==> src/rtl/txr_pkg.sv <==
package txr_pkg;
  localparam int WORD_W = 16;
  localparam int HI_W   = 8;
  localparam int ADDR_W = WORD_W + HI_W;
  localparam int LOG_W  = 3;
  localparam int IDX_W  = (1 << LOG_W) - 1;
  localparam int LEN_W  = 12;

  // flag byte bit positions
  localparam int F_OWN  = 7;
  localparam int F_ERR  = 6;
  localparam int F_MORE = 4;
  localparam int F_ONE  = 3;
  localparam int F_DEF  = 2;
  localparam int F_STP  = 1;
  localparam int F_ENP  = 0;
  localparam logic [WORD_W-1:0] STAT_BUFF = 16'h8000;

  typedef enum logic [3:0] {
    S_IDLE, S_RDFLAG, S_DECIDE, S_RDLO, S_RDLEN,
    S_MACW, S_WRSTAT, S_WRFLAG, S_DONE
  } txState_t;

  typedef struct packed {
    logic       ldFlag;
    logic       ldLo;
    logic       ldLen;
    logic       ldMac;
    logic       ldFrameErr;
    logic       advance;
    logic       clrIdx;
    logic [1:0] wordSel;
  } txStb_t;
endpackage

==> src/rtl/txr_datapath.sv <==
module txr_datapath
  import txr_pkg::*;
(
  input  logic              clk,
  input  logic              rstN,
  input  logic [WORD_W-1:0] ringAddrLo,
  input  logic [WORD_W-1:0] ringLenWord,
  input  txStb_t            stb,
  input  logic [WORD_W-1:0] memRdata,
  input  logic              macFail,
  input  logic [1:0]        macRetries,
  input  logic              macDefer,
  input  logic [WORD_W-1:0] macStatus,
  output logic [ADDR_W-1:0] memAddr,
  output logic [WORD_W-1:0] memWdata,
  output logic [ADDR_W-1:0] macAddr,
  output logic [LEN_W-1:0]  macLen,
  output logic              ownBit,
  output logic              frameOk
);
  logic [IDX_W-1:0]  idx, idxMask;
  logic [IDX_W:0]    sizeVal;
  logic [LOG_W-1:0]  ringLog;
  logic [ADDR_W-1:0] ringBase;
  logic [7:0]        flagReg, newFlag;
  logic [HI_W-1:0]   addrHi;
  logic [WORD_W-1:0] addrLo, statReg;
  logic [LEN_W-1:0]  lenReg;
  logic              unusedLenBits;

  assign unusedLenBits = ^ringLenWord[WORD_W-LOG_W-1:HI_W];
  assign ringLog  = ringLenWord[WORD_W-1 -: LOG_W];
  assign sizeVal  = (IDX_W+1)'(1) << ringLog;
  assign idxMask  = IDX_W'(sizeVal - 1'b1);
  assign ringBase = {ringLenWord[HI_W-1:0], ringAddrLo};
  assign memAddr  = ringBase + ADDR_W'({idx & idxMask, 3'b000}) + ADDR_W'({stb.wordSel, 1'b0});

  always_ff @(posedge clk) begin
    if (!rstN) begin
      idx <= '0; flagReg <= '0; newFlag <= '0; addrHi <= '0;
      addrLo <= '0; statReg <= '0; lenReg <= '0;
    end else begin
      if (stb.clrIdx)       idx <= '0;
      else if (stb.advance) idx <= (idx + 1'b1) & idxMask;
      if (stb.ldFlag) begin
        flagReg <= memRdata[WORD_W-1:HI_W];
        addrHi  <= memRdata[HI_W-1:0];
      end
      if (stb.ldLo)  addrLo <= memRdata;
      if (stb.ldLen) lenReg <= memRdata[LEN_W-1:0];
      if (stb.ldMac) begin
        statReg <= macStatus;
        newFlag <= '0;
        newFlag[F_ERR]  <= macFail;
        newFlag[F_MORE] <= !macFail && (macRetries >= 2'd2);
        newFlag[F_ONE]  <= !macFail && (macRetries == 2'd1);
        newFlag[F_DEF]  <= macDefer;
        newFlag[F_STP]  <= flagReg[F_STP];
        newFlag[F_ENP]  <= flagReg[F_ENP];
      end else if (stb.ldFrameErr) begin
        statReg <= STAT_BUFF;
        newFlag <= '0;
        newFlag[F_ERR] <= 1'b1;
        newFlag[F_STP] <= flagReg[F_STP];
        newFlag[F_ENP] <= flagReg[F_ENP];
      end
    end
  end

  assign ownBit   = flagReg[F_OWN];
  assign frameOk  = flagReg[F_STP] && flagReg[F_ENP];
  assign macAddr  = {addrHi, addrLo};
  assign macLen   = LEN_W'(0) - lenReg;
  assign memWdata = (stb.wordSel == 2'd3) ? statReg : {newFlag, addrHi};
endmodule

==> src/rtl/txr_ctrl.sv <==
module txr_ctrl
  import txr_pkg::*;
(
  input  logic   clk,
  input  logic   rstN,
  input  logic   txDemand,
  input  logic   pollTick,
  input  logic   stopReq,
  input  logic   memAck,
  input  logic   macDone,
  input  logic   ownBit,
  input  logic   frameOk,
  output txStb_t stb,
  output logic   memReq,
  output logic   memWe,
  output logic   macReq,
  output logic   tintEvt
);
  txState_t state, stateNext;

  always_ff @(posedge clk) begin
    if (!rstN) state <= S_IDLE;
    else       state <= stateNext;
  end

  always_comb begin
    stb = '0;
    stateNext = state;
    case (state)
      S_IDLE:   if (txDemand || pollTick) stateNext = S_RDFLAG;
      S_RDFLAG: begin
        stb.wordSel = 2'd1;
        if (memAck) begin stb.ldFlag = 1'b1; stateNext = S_DECIDE; end
      end
      S_DECIDE: begin
        if (!ownBit)      stateNext = S_IDLE;
        else if (frameOk) stateNext = S_RDLO;
        else begin stb.ldFrameErr = 1'b1; stateNext = S_WRSTAT; end
      end
      S_RDLO: begin
        stb.wordSel = 2'd0;
        if (memAck) begin stb.ldLo = 1'b1; stateNext = S_RDLEN; end
      end
      S_RDLEN: begin
        stb.wordSel = 2'd2;
        if (memAck) begin stb.ldLen = 1'b1; stateNext = S_MACW; end
      end
      S_MACW:   if (macDone) begin stb.ldMac = 1'b1; stateNext = S_WRSTAT; end
      S_WRSTAT: begin
        stb.wordSel = 2'd3;
        if (memAck) stateNext = S_WRFLAG;
      end
      S_WRFLAG: begin
        stb.wordSel = 2'd1;
        if (memAck) stateNext = S_DONE;
      end
      S_DONE: begin stb.advance = 1'b1; stateNext = S_RDFLAG; end
      default:  stateNext = S_IDLE;
    endcase
    if (stopReq) begin
      stateNext = S_IDLE;
      stb.clrIdx = 1'b1;
    end
  end

  assign memReq  = (state == S_RDFLAG) || (state == S_RDLO) || (state == S_RDLEN) ||
                   (state == S_WRSTAT) || (state == S_WRFLAG);
  assign memWe   = (state == S_WRSTAT) || (state == S_WRFLAG);
  assign macReq  = (state == S_MACW);
  assign tintEvt = (state == S_DONE);

  a_r7_tint_single: assert property (@(posedge clk) disable iff (!rstN)
    tintEvt |=> !tintEvt);
  a_r7_tint_after_write: assert property (@(posedge clk) disable iff (!rstN)
    tintEvt |-> $past(memReq && memWe && memAck));
  a_r10_stop_quiet: assert property (@(posedge clk) disable iff (!rstN)
    stopReq |=> !memReq && !macReq && !tintEvt);
  a_r5_mac_exclusive: assert property (@(posedge clk) disable iff (!rstN)
    macReq |-> !memReq);
endmodule

==> src/rtl/txr_engine.sv <==
module txr_engine
  import txr_pkg::*;
(
  input  logic              clk,
  input  logic              rstN,
  input  logic [15:0]       ringAddrLo,
  input  logic [15:0]       ringLenWord,
  input  logic              txDemand,
  input  logic              pollTick,
  input  logic              stopReq,
  output logic              memReq,
  output logic              memWe,
  output logic [23:0]       memAddr,
  output logic [15:0]       memWdata,
  input  logic              memAck,
  input  logic [15:0]       memRdata,
  output logic              macReq,
  output logic [23:0]       macAddr,
  output logic [11:0]       macLen,
  input  logic              macDone,
  input  logic              macFail,
  input  logic [1:0]        macRetries,
  input  logic              macDefer,
  input  logic [15:0]       macStatus,
  output logic              tintEvt
);
  txStb_t stb;
  logic   ownBit, frameOk;

  txr_ctrl i_ctrl (
    .clk(clk), .rstN(rstN), .txDemand(txDemand), .pollTick(pollTick),
    .stopReq(stopReq), .memAck(memAck), .macDone(macDone),
    .ownBit(ownBit), .frameOk(frameOk), .stb(stb),
    .memReq(memReq), .memWe(memWe), .macReq(macReq), .tintEvt(tintEvt)
  );

  txr_datapath i_dp (
    .clk(clk), .rstN(rstN), .ringAddrLo(ringAddrLo), .ringLenWord(ringLenWord),
    .stb(stb), .memRdata(memRdata), .macFail(macFail), .macRetries(macRetries),
    .macDefer(macDefer), .macStatus(macStatus), .memAddr(memAddr),
    .memWdata(memWdata), .macAddr(macAddr), .macLen(macLen),
    .ownBit(ownBit), .frameOk(frameOk)
  );

  a_r11_mem_hold: assert property (@(posedge clk) disable iff (!rstN)
    memReq && !memAck && !stopReq |=> memReq && $stable(memAddr) && $stable(memWe) && $stable(memWdata));
endmodule

==> config.mk <==
export PLATFORM = sky130hd
export DESIGN_NAME = txr_engine
export DESIGN_NICKNAME = d
export VERILOG_FILES = /design/src/rtl/txr_pkg.sv /design/src/rtl/txr_datapath.sv /design/src/rtl/txr_ctrl.sv /design/src/rtl/txr_engine.sv
export SDC_FILE = /design/constraint.sdc
export NUM_CORES = 1
export LEC_CHECK = 0
export BUFFER_PORTS_ARGS = -buffer_cell sky130_fd_sc_hd__buf_2
export CORE_ASPECT_RATIO = 0.75
export CORE_UTILIZATION = 40
export CTS_CLUSTER_SIZE = 10
export DETAILED_ROUTE_END_ITERATION = 16
export PLACE_DENSITY = 0.78
export SYNTH_ARGS = -nofsm -noshare
export SYNTH_HDL_FRONTEND = slang
export SYNTH_SLANG_ARGS = --single-unit
==> constraint.sdc <==
create_clock -name clk -period 3.5 [get_ports clk]
set_input_delay 0.175 -clock clk [delete_from_list [all_inputs] [get_ports clk]]
set_output_delay 0.175 -clock clk [all_outputs]
set_load 0.03 [all_outputs]
### Word level (Yosys, flattened, before mapping)

Index checks and enable logic that the tools add are counted.

* register bits: 77
* bits of input ports: 75
* output and inout port bits: 80
* logic and storage cells: 78

* add/sub/neg operators: 5
* order comparisons: 1
* equality and inequality tests: 17
* shifts and indexed selects: 1
* mux-type cells: 27
* bitwise operators: 3
* reduce and logical (&&, ||, !) cells: 16

Operators by type and width (number)
* two-way mux 16 bit: 3
* case mux 4 bit (9 select lines): 1
* two-way mux 4 bit: 7
* adder 24 x 10 -> 24 bit: 1
* adder 24 x 3 -> 24 bit: 1
* equality test 4 x 3 -> 1 bit (second input constant): 4
* AND 7 bit: 2
* two-way mux 7 bit: 2
* subtractor 1 x 12 -> 12 bit (first input constant): 1
* two-way mux 1 bit: 11
* != test 2 bit (second input constant): 5
* equality test 4 x 2 -> 1 bit (second input constant): 2
* adder 7 x 1 -> 7 bit (second input constant): 1
* AND reduction 7 bit: 1
* left shift 1 x 3 -> 7 bit (first input constant): 1
* subtractor 7 x 1 -> 7 bit (second input constant): 1
* logical OR 1 bit: 6
* two-way mux 3 bit: 2
* case mux 2 bit (3 select lines): 1
* OR reduction 2 bit: 3
* equality test 4 x 1 -> 1 bit (second input constant): 1
* equality test 4 bit (second input constant): 1
* zero test 4 bit: 1
* != test 2 x 1 -> 1 bit (second input constant): 2
* 7 further kinds: 9

### Depth between registers and ports, before layout

Gate-level depths: netlist (run 1).

* depth after elaboration: 6
* depth in mapped cells: 14
* mapped depth without buffers: 13

### Hierarchy

A second synthesis (run 1) with hierarchy kept.

* cell total of the unflattened synthesis: 473
* area, all modules: 4050.1 sq um

Modules (own cells, without submodules)
* txr_datapath: times used 1, cells each 413, area each 3662.3 sq um, sequential area each 1361.3 sq um
* txr_ctrl: times used 1, cells each 60, area each 387.9 sq um, sequential area each 80.1 sq um

### Worst setup path before layout (run 1)

No wires, ideal clock.

* path type: input-to-output
* from: input ringLenWord[14]
* to: output memAddr[17]
* data arrival time: 2.955 ns
* data required time: 3.325 ns
* setup slack: 0.370 ns
* stages: 11
* buffers on the path: 0
* cell sequence: or3_1 -> ha_1 -> xor2_1 -> o2bb2a_1 -> nor2b_1 -> ha_1 -> and4_1 -> nand3_1 -> o22ai_1 -> nand4_1 -> xnor2_1

* longest elaborated chain between the ends: 5

Ends and longest elaborated chain
* from (decl): RTL line txr_engine.sv:7 `input logic [15:0] ringLenWord,`
* left shift 1 x 3 -> 7 bit: RTL line txr_datapath.sv:33 `assign sizeVal = (IDX_W+1)'(1) << ringLog;`
* subtractor 7 x 1 -> 7 bit: RTL line txr_datapath.sv:34 `assign idxMask = IDX_W'(sizeVal - 1'b1);`
* AND 7 bit: RTL line txr_datapath.sv:36 `assign memAddr = ringBase + ADDR_W'({idx & idxMask, 3'b000}) + ADDR_W'({stb.wordSel, 1'b0});`
* adder 24 x 10 -> 24 bit: RTL line txr_datapath.sv:36
* adder 24 x 3 -> 24 bit: RTL line txr_datapath.sv:36
* to (decl): RTL line txr_engine.sv:13 `output logic [23:0] memAddr,`

No other way between the ends.

### Worst setup path after layout (run 1)

* from: input ringLenWord[14]
* to: output memAddr[20]

The elaborated chain is that of the path after synthesis.

==> summary.txt, run 1 <==
outcome: finished clean
pwr/cell area: 359 nW/um^2
TritonCTS Sinks: 72
TritonCTS Buffers: 9
WL/cell: 14.8 um
IO buf count: 147
Avg Inst Size Synth: 8.54 um^2
setup violators final: 0
share of cells above drive strength 1: 0.313
HP Class: input port to flip-flop
Cells after Synth: 488
worst-path maximum fanout: 8
clk buf depth: 2
r2r startpoint: i_ctrl.state[2]$_SDFFE_PP0P_
grt ovf: 0
Tcrit/Tclk final: 0.945
clock power share: 0.441
sequential element share of the synthesized area: 0.346
Max Cap Viol: 0
post-synthesis async set-or-reset flop share: 0
Comb pwr share: 0.121
Post-Syn Area: 4170 um^2
via count: 4019
syn_nets: 576
Hold-fix buffers, CTS: 0
Reg power frac: 0.438
Crit. End Element: primary output
H-Tree Depth: 3
Synth Register Bits: 72
Max VDD drop: 0.000301 V
post-layout utilization of the core: 0.536
crit path capture: memAddr[20]
CTS root buf: clkbuf_16
yosys warns: 0
Post-Synth Adder-Cell Area: 0.0409
min Tclk post-route: 3310 ps
Initial Utilization: 0.421
antenna cells: 0
Max-slew headroom: 0.394
total wire length: 11300 um
FP Rows: 31
Final Hold Viols: 0
IO Count: 155
most frequent cells in the layout: 147 x buf_2, 69 x dfxtp_1, 54 x nand2_1
Switching Share: 0.259
drt drc: 0
Psw: 493 uW
final hold slack: 87.8 ps
CP required: 3320 ps
simple-gate area share of the yosys netlist: 0.250
Pint: 1.41 mW
first-pass GRT wire length: 17700 um
worst skew pair latency: 330 ps
Post-layout nets: 713
library cells used by synthesis: 54
crit path from: ringLenWord[14]
Reg2Reg Depth: 5
flop2flop setup slack: 1260 ps
DR iter-0 viols: 256
DIE AREA: 10800 um^2
die width: 120 um
setup TNS: 0 ps
Startpoint Class: input port
RSZ-0062 raised after global routing: no
CTS tree: done
vias per cell: 5.27
Synth Area in Compound Gates: 0.161
RR Endpoint: i_dp.lenReg[3]$_SDFFE_PN0P_
post-DP HPWL: 8390 um
post-route ant nets: 0
Post-synth EDFFs: 0
Setup CP Type: input port to primary output
commonest non-fill, non-tap cell in the layout: buf_2
Final Skew: 4.78 ps
main flop type after synthesis: dfxtp_1
xor/xnor share of the synthesized area: 0.0652
Worst-path clk slew: 60 ps
post-synthesis mux area share: 0.0976
largest net degree at the start of global routing: 63
Final Power: 1.90 mW
leakage: 2.51 nW
Detailed Routing Iterations Pass 1: 5
vias in the first global route: 3629
CORE AREA: 9890 um^2
worst slew pin tran: 909 ps
DIE HEIGHT: 90.4 um
antenna violations before repair: 0
Slew Viols, Final: 0
GP Congestion: 0.896
Area growth syn-to-layout: 27.4%
largest family of logic cells by synthesized area: simple AND/OR/NAND/NOR gates
WP data arrival: 3130 ps
Max Freq: 302 MHz
Total GRT Usage: 0.205
registers in the layout (all words and copies together), names as in the netlist:
name,count
i_dp.addrLo,16
i_dp.statReg,16
i_dp.lenReg,12
i_dp.addrHi,8
i_dp.idx,7
i_dp.newFlag,6
i_ctrl.state,4
i_dp.flagReg,3
metal layers:
metal / part of all wire / GRT usage
met5: 0 / 0
met4: 0.014 / 0.0708
met2: 0.46 / 0.322
met1: 0.48 / 0.270
met3: 0.048 / 0.0562
per-stage QoR:
stage / cells / worst slack, ps / area (um^2)
after floorplan: 488 / 370 / 4170
after global placement: 746 / 183 / 4990
after detailed placement: 746 / -1.37 / 4990
after CTS: 762 / 61.7 / 5280
after global routing: 762 / 37.3 / 5310
final: 762 / 194 / 5310
critical path: stages:
cell and delay (ps):
buf_2 140, or3_1 450, ha_2 250, xor2_1 150, o2bb2a_1 330, nor2b_1 190, ha_4 190, and4_2 270
nand3_1 160, a21o_1 230, a21boi_1 190, xor2_1 180, buf_2 220
cells in the mapped netlist, drive strengths merged (3+ instances only):
cell type	instances	area, um^2
dfxtp	72	1440
nand2	54	203
nor2b	49	307
mux2i	26	260
nor2	23	86.3
xnor2	22	193
clkbuf	21	78.8
a21boi	20	150
a22oi	17	128
a21oi	16	80.1
inv	15	56.3
mux2	13	146
ha	12	150
nand3	12	60.1
o21ai	12	60.1
and3	10	62.6
and2	9	56.3
xor2	9	78.8
nor3	8	40.0
a31oi	7	43.8
nand4	7	43.8
a21o	6	45.0
buf	5	30.0
nor4	4	40.0
or2	4	27.5
nor3b	3	22.5
or3	3	20.0
or4	3	26.3
cell families after synthesis:
group / after synthesis
DFF: 72
and+or+nand+nor: 195
muxes: 39
AOI/OAI and AO/OA: 97
adders and majority gates: 13
buffers and inverters: 41
xor gates and xnor gates: 31
layout make-up:
type	instances	area [um^2]
fillers	924	4580
multi-input cells	375	2590
flip-flops and latches	72	1450
repair buffers	152	773
clock buffers	10	239
well taps	132	165
inverters	15	56.3
clock inverters	6	35.0
power by group through the flow:
stage,Combinational [mW],Clock [mW],Sequential [mW]
6_report,0.230,0.839,0.834
5_1_grt,0.246,0.897,0.834
4_1_cts,0.227,0.860,0.833
3_5_place_dp,0.226,0,0.851
3_3_place_gp,0.221,0,0.850
2_1_floorplan,0.134,0,0.853
how the worst min path moves through the flow:
| stage | endpoint | start | cells after the start |
|---|---|---|---|
| floorplan | i_dp.addrLo[6]$_SDFFE_PN0P_ | memRdata[6] | 2 |
| global route | i_dp.addrLo[11]$_SDFFE_PN0P_ | memRdata[11] | 3 |
| CTS | i_dp.addrLo[14]$_SDFFE_PN0P_ | memRdata[14] | 3 |
| detailed placement | memAddr[0] | ringAddrLo[0] | 0 |
| finish | i_dp.addrLo[14]$_SDFFE_PN0P_ | memRdata[14] | 3 |
| global placement | memAddr[0] | ringAddrLo[0] | 0 |
repair_timing:
item,CTS,global route
pin swaps,0,0
resized for setup,1,10
endpoints found under the setup margin,1,12
buffers inserted,0,0
endpoints found under the hold margin,0,0
Power figures use the tool's default switching activity.
==> run 2, diff against run 1 <==
--- a/config.mk
+++ b/config.mk
@@ -6,11 +6,10 @@
 export NUM_CORES = 1
 export LEC_CHECK = 0
 export BUFFER_PORTS_ARGS = -buffer_cell sky130_fd_sc_hd__buf_2
-export CORE_ASPECT_RATIO = 0.75
-export CORE_UTILIZATION = 40
+export CORE_UTILIZATION = 54
 export CTS_CLUSTER_SIZE = 10
 export DETAILED_ROUTE_END_ITERATION = 16
-export PLACE_DENSITY = 0.78
+export PLACE_DENSITY = 0.95
 export SYNTH_ARGS = -nofsm -noshare
 export SYNTH_HDL_FRONTEND = slang
 export SYNTH_SLANG_ARGS = --single-unit
==> constraint.sdc (replaced) <==
create_clock -name clk -period 4.25 [get_ports clk]
set_input_delay 0.2125 -clock clk [delete_from_list [all_inputs] [get_ports clk]]
set_output_delay 0.2125 -clock clk [all_outputs]
set_load 0.03 [all_outputs]
==> run 2 against run 1 <==
Sequential power shrank 18%. Worst setup slack gained 450 ps. Count of clock-buffer cells in the layout is the same. Sequential share of layout area grew 0.73 points. Critical endpoint is now memAddr[17]. Highest routed layer unchanged.
==> summary.txt, run 2 (synthesis gave the netlist of run 1 again) <==
outcome: finished clean
clk buf depth: 2 (unchanged)
HP Class: input port to flip-flop
DIE AREA: 8070 um^2 (-25%)
Post-layout nets: 709 (-0.56%)
Reg power frac: 0.458 (+0.020)
CTS tree: done
Max-slew headroom: 0.302 (-0.0923)
min Tclk post-route: 3610 ps
commonest non-fill, non-tap cell in the layout: buf_2
CTS root buf: clkbuf_8
GR met3 Demand/Resource: 0.0668 (+0.0106)
Total GRT Usage: 0.281 (+0.0760)
hold depth: 3 (unchanged)
via count: 4116 (+2.4%)
TritonCTS Sinks: 72 (unchanged)
Fillers: 570 (-38%)
Final Skew: 8.07 ps (+3.29 ps)
H-Tree Depth: 3 (unchanged)
setup bufs post-CTS: 0 (unchanged)
met2 Use GR: 0.477 (+0.155)
Crit. End Element: primary output
Final Power: 1.50 mW (-21%)
Max Cap Viol: 0 (unchanged)
setup TNS: 0 ps (unchanged)
Max VDD drop: 0.000228 V (-24%)
WP data arrival: 3400 ps (+270 ps)
total wire length: 11000 um (-2.0%)
Final Hold Viols: 0 (unchanged)
vias per cell: 5.67 (+7.5%)
RSZ-0062 raised after global routing: no
Post-CTS Resized: 0 (-1)
share of cells above drive strength 1: 0.296 (-0.0172)
DR iter-0 viols: 377 (+47%)
leakage: 2.48 nW (-1.4%)
GP Congestion: 0.879 (-1.9%)
Max Freq: 277 MHz
post-DP HPWL: 8180 um (-2.5%)
Psw: 395 uW (-20%)
Worst-path clk slew: 80 ps (+20 ps)
post-route ant nets: 0 (unchanged)
top flop regs: i_dp.addrLo x16, i_dp.statReg x16, i_dp.lenReg x12
IO buf count: 147 (unchanged)
Tcrit/Tclk final: 0.849
vias in the first global route: 3984 (+9.8%)
Switching Share: 0.264 (+0.00470)
non-filler cells, final: 726 (-4.7%)
TritonCTS Buffers: 9 (unchanged)
Reg2Reg Depth: 5 (unchanged)
CP required: 4040 ps (+720 ps)
Startpoint Class: flip-flop
FP Rows: 31 (unchanged)
Initial Utilization: 0.565 (+0.144)
Hold-fix buffers, CTS: 0 (unchanged)
worst-path maximum fanout: 12 (+4)
Pint: 1.10 mW (-22%)
Comb pwr share: 0.125 (+0.004)
clock power share: 0.417 (-0.024)
first-pass GRT wire length: 18500 um (+5.0%)
worst skew pair latency: 350 ps (+20 ps)
WL/cell: 15.2 um (+2.8%)
die width: 89.8 um (-25%)
Area growth syn-to-layout: 23.8%
flop2flop setup slack: 1850 ps (+590 ps)
DIE HEIGHT: 89.8 um (-0.61%)
Detailed Routing Iterations Pass 1: 5 (unchanged)
pwr/cell area: 290 nW/um^2 (-19%)
grt ovf: 0 (unchanged)
IO Count: 155 (unchanged)
most frequent cells in the layout: 147 x buf_2, 72 x dfxtp_1, 54 x nand2_1
Setup CP Type: flip-flop to primary output
post-layout utilization of the core: 0.699 (+0.163)
Slew Viols, Final: 0 (unchanged)
largest net degree at the start of global routing: 63 (unchanged)
CORE AREA: 7370 um^2 (-25%)
drt drc: 0 (unchanged)
global routing's busiest layer: met2
Post-Place Cells: 709 (-5.0%)
antenna violations before repair: 1 (+1)
met1 Resource Use GR: 0.338 (+0.0684)
setup violators final: 0 (unchanged)
worst slew pin tran: 1040 ps (+135 ps)
==> run 2: changes by cell type in the layout (fill, tap and decap cells not counted), sizes merged <==
| cell | before | now |
|---|---|---|
| clkinvlp | 2 | 0 |
| diode | 0 | 1 |
| inv | 15 | 16 |
| buf | 152 | 148 |
| clkinv | 4 | 3 |
| bufinv | 0 | 2 |
==> run 2: worst paths after layout <==
kind / endpoint / start
setup / recovery: memAddr[17] / i_ctrl.state[1]$_SDFFE_PP0P_
hold / removal: i_dp.addrLo[12]$_SDFFE_PN0P_ / memRdata[12]
setup reg to reg: i_dp.lenReg[6]$_SDFFE_PN0P_ / i_ctrl.state[2]$_SDFFE_PP0P_
hold reg to reg: i_dp.newFlag[6]$_SDFFE_PN0P_ / i_dp.newFlag[6]$_SDFFE_PN0P_
==> run 2: final cells by class <==
class / count / area (um^2) / area share
multi-input combinational: 375 / 2560 / 0.496
sequential: 72 / 1440 / 0.280
timing repair buffer: 148 / 743 / 0.144
clock buffer: 10 / 138 / 0.0267
tap: 99 / 124 / 0.0240
clock inverter: 6 / 91.3 / 0.0177
inverter: 15 / 56.3 / 0.0109
antenna: 1 / 2.50 / 0.000485
==> run 2: routing by layer <==
metal	routed length, um	vias to the layer above
met4	278	0
met3	859	26
met2	5250	208
li1	-	1985
met1	4650	1897
met5	0	-
==> run 2: power groups by stage <==
stage / Combinational (mW) / Sequential [mW] / Clock, mW
floorplan: 0.111 / 0.703 / 0
global placement: 0.180 / 0.701 / 0
detailed placement: 0.185 / 0.701 / 0
CTS: 0.186 / 0.685 / 0.624
global route: 0.200 / 0.686 / 0.661
finish: 0.187 / 0.685 / 0.624
==> run 2: metrics by stage <==
| step | hold slack (ps) | setup WS, ps | area (um^2) |
|---|---|---|---|
| after floorplan | 357 | 1040 | 4170 |
| after global placement | 425 | 856 | 4920 |
| after detailed placement | 425 | 721 | 4920 |
| after CTS | 111 | 719 | 5150 |
| after global routing | 122 | 401 | 5150 |
| final | 116 | 641 | 5150 |
==> run 2: critical path: stages (launching register included) <==
cell,delay [ps]
dfxtp_1,560
nor2_1,150
nand2_1,90
a21oi_1,80
ha_1,230
fa_1,410
a21o_1,190
a221oi_1,530
o22ai_1,290
nand4_1,190
xnor2_1,120
buf_2,210
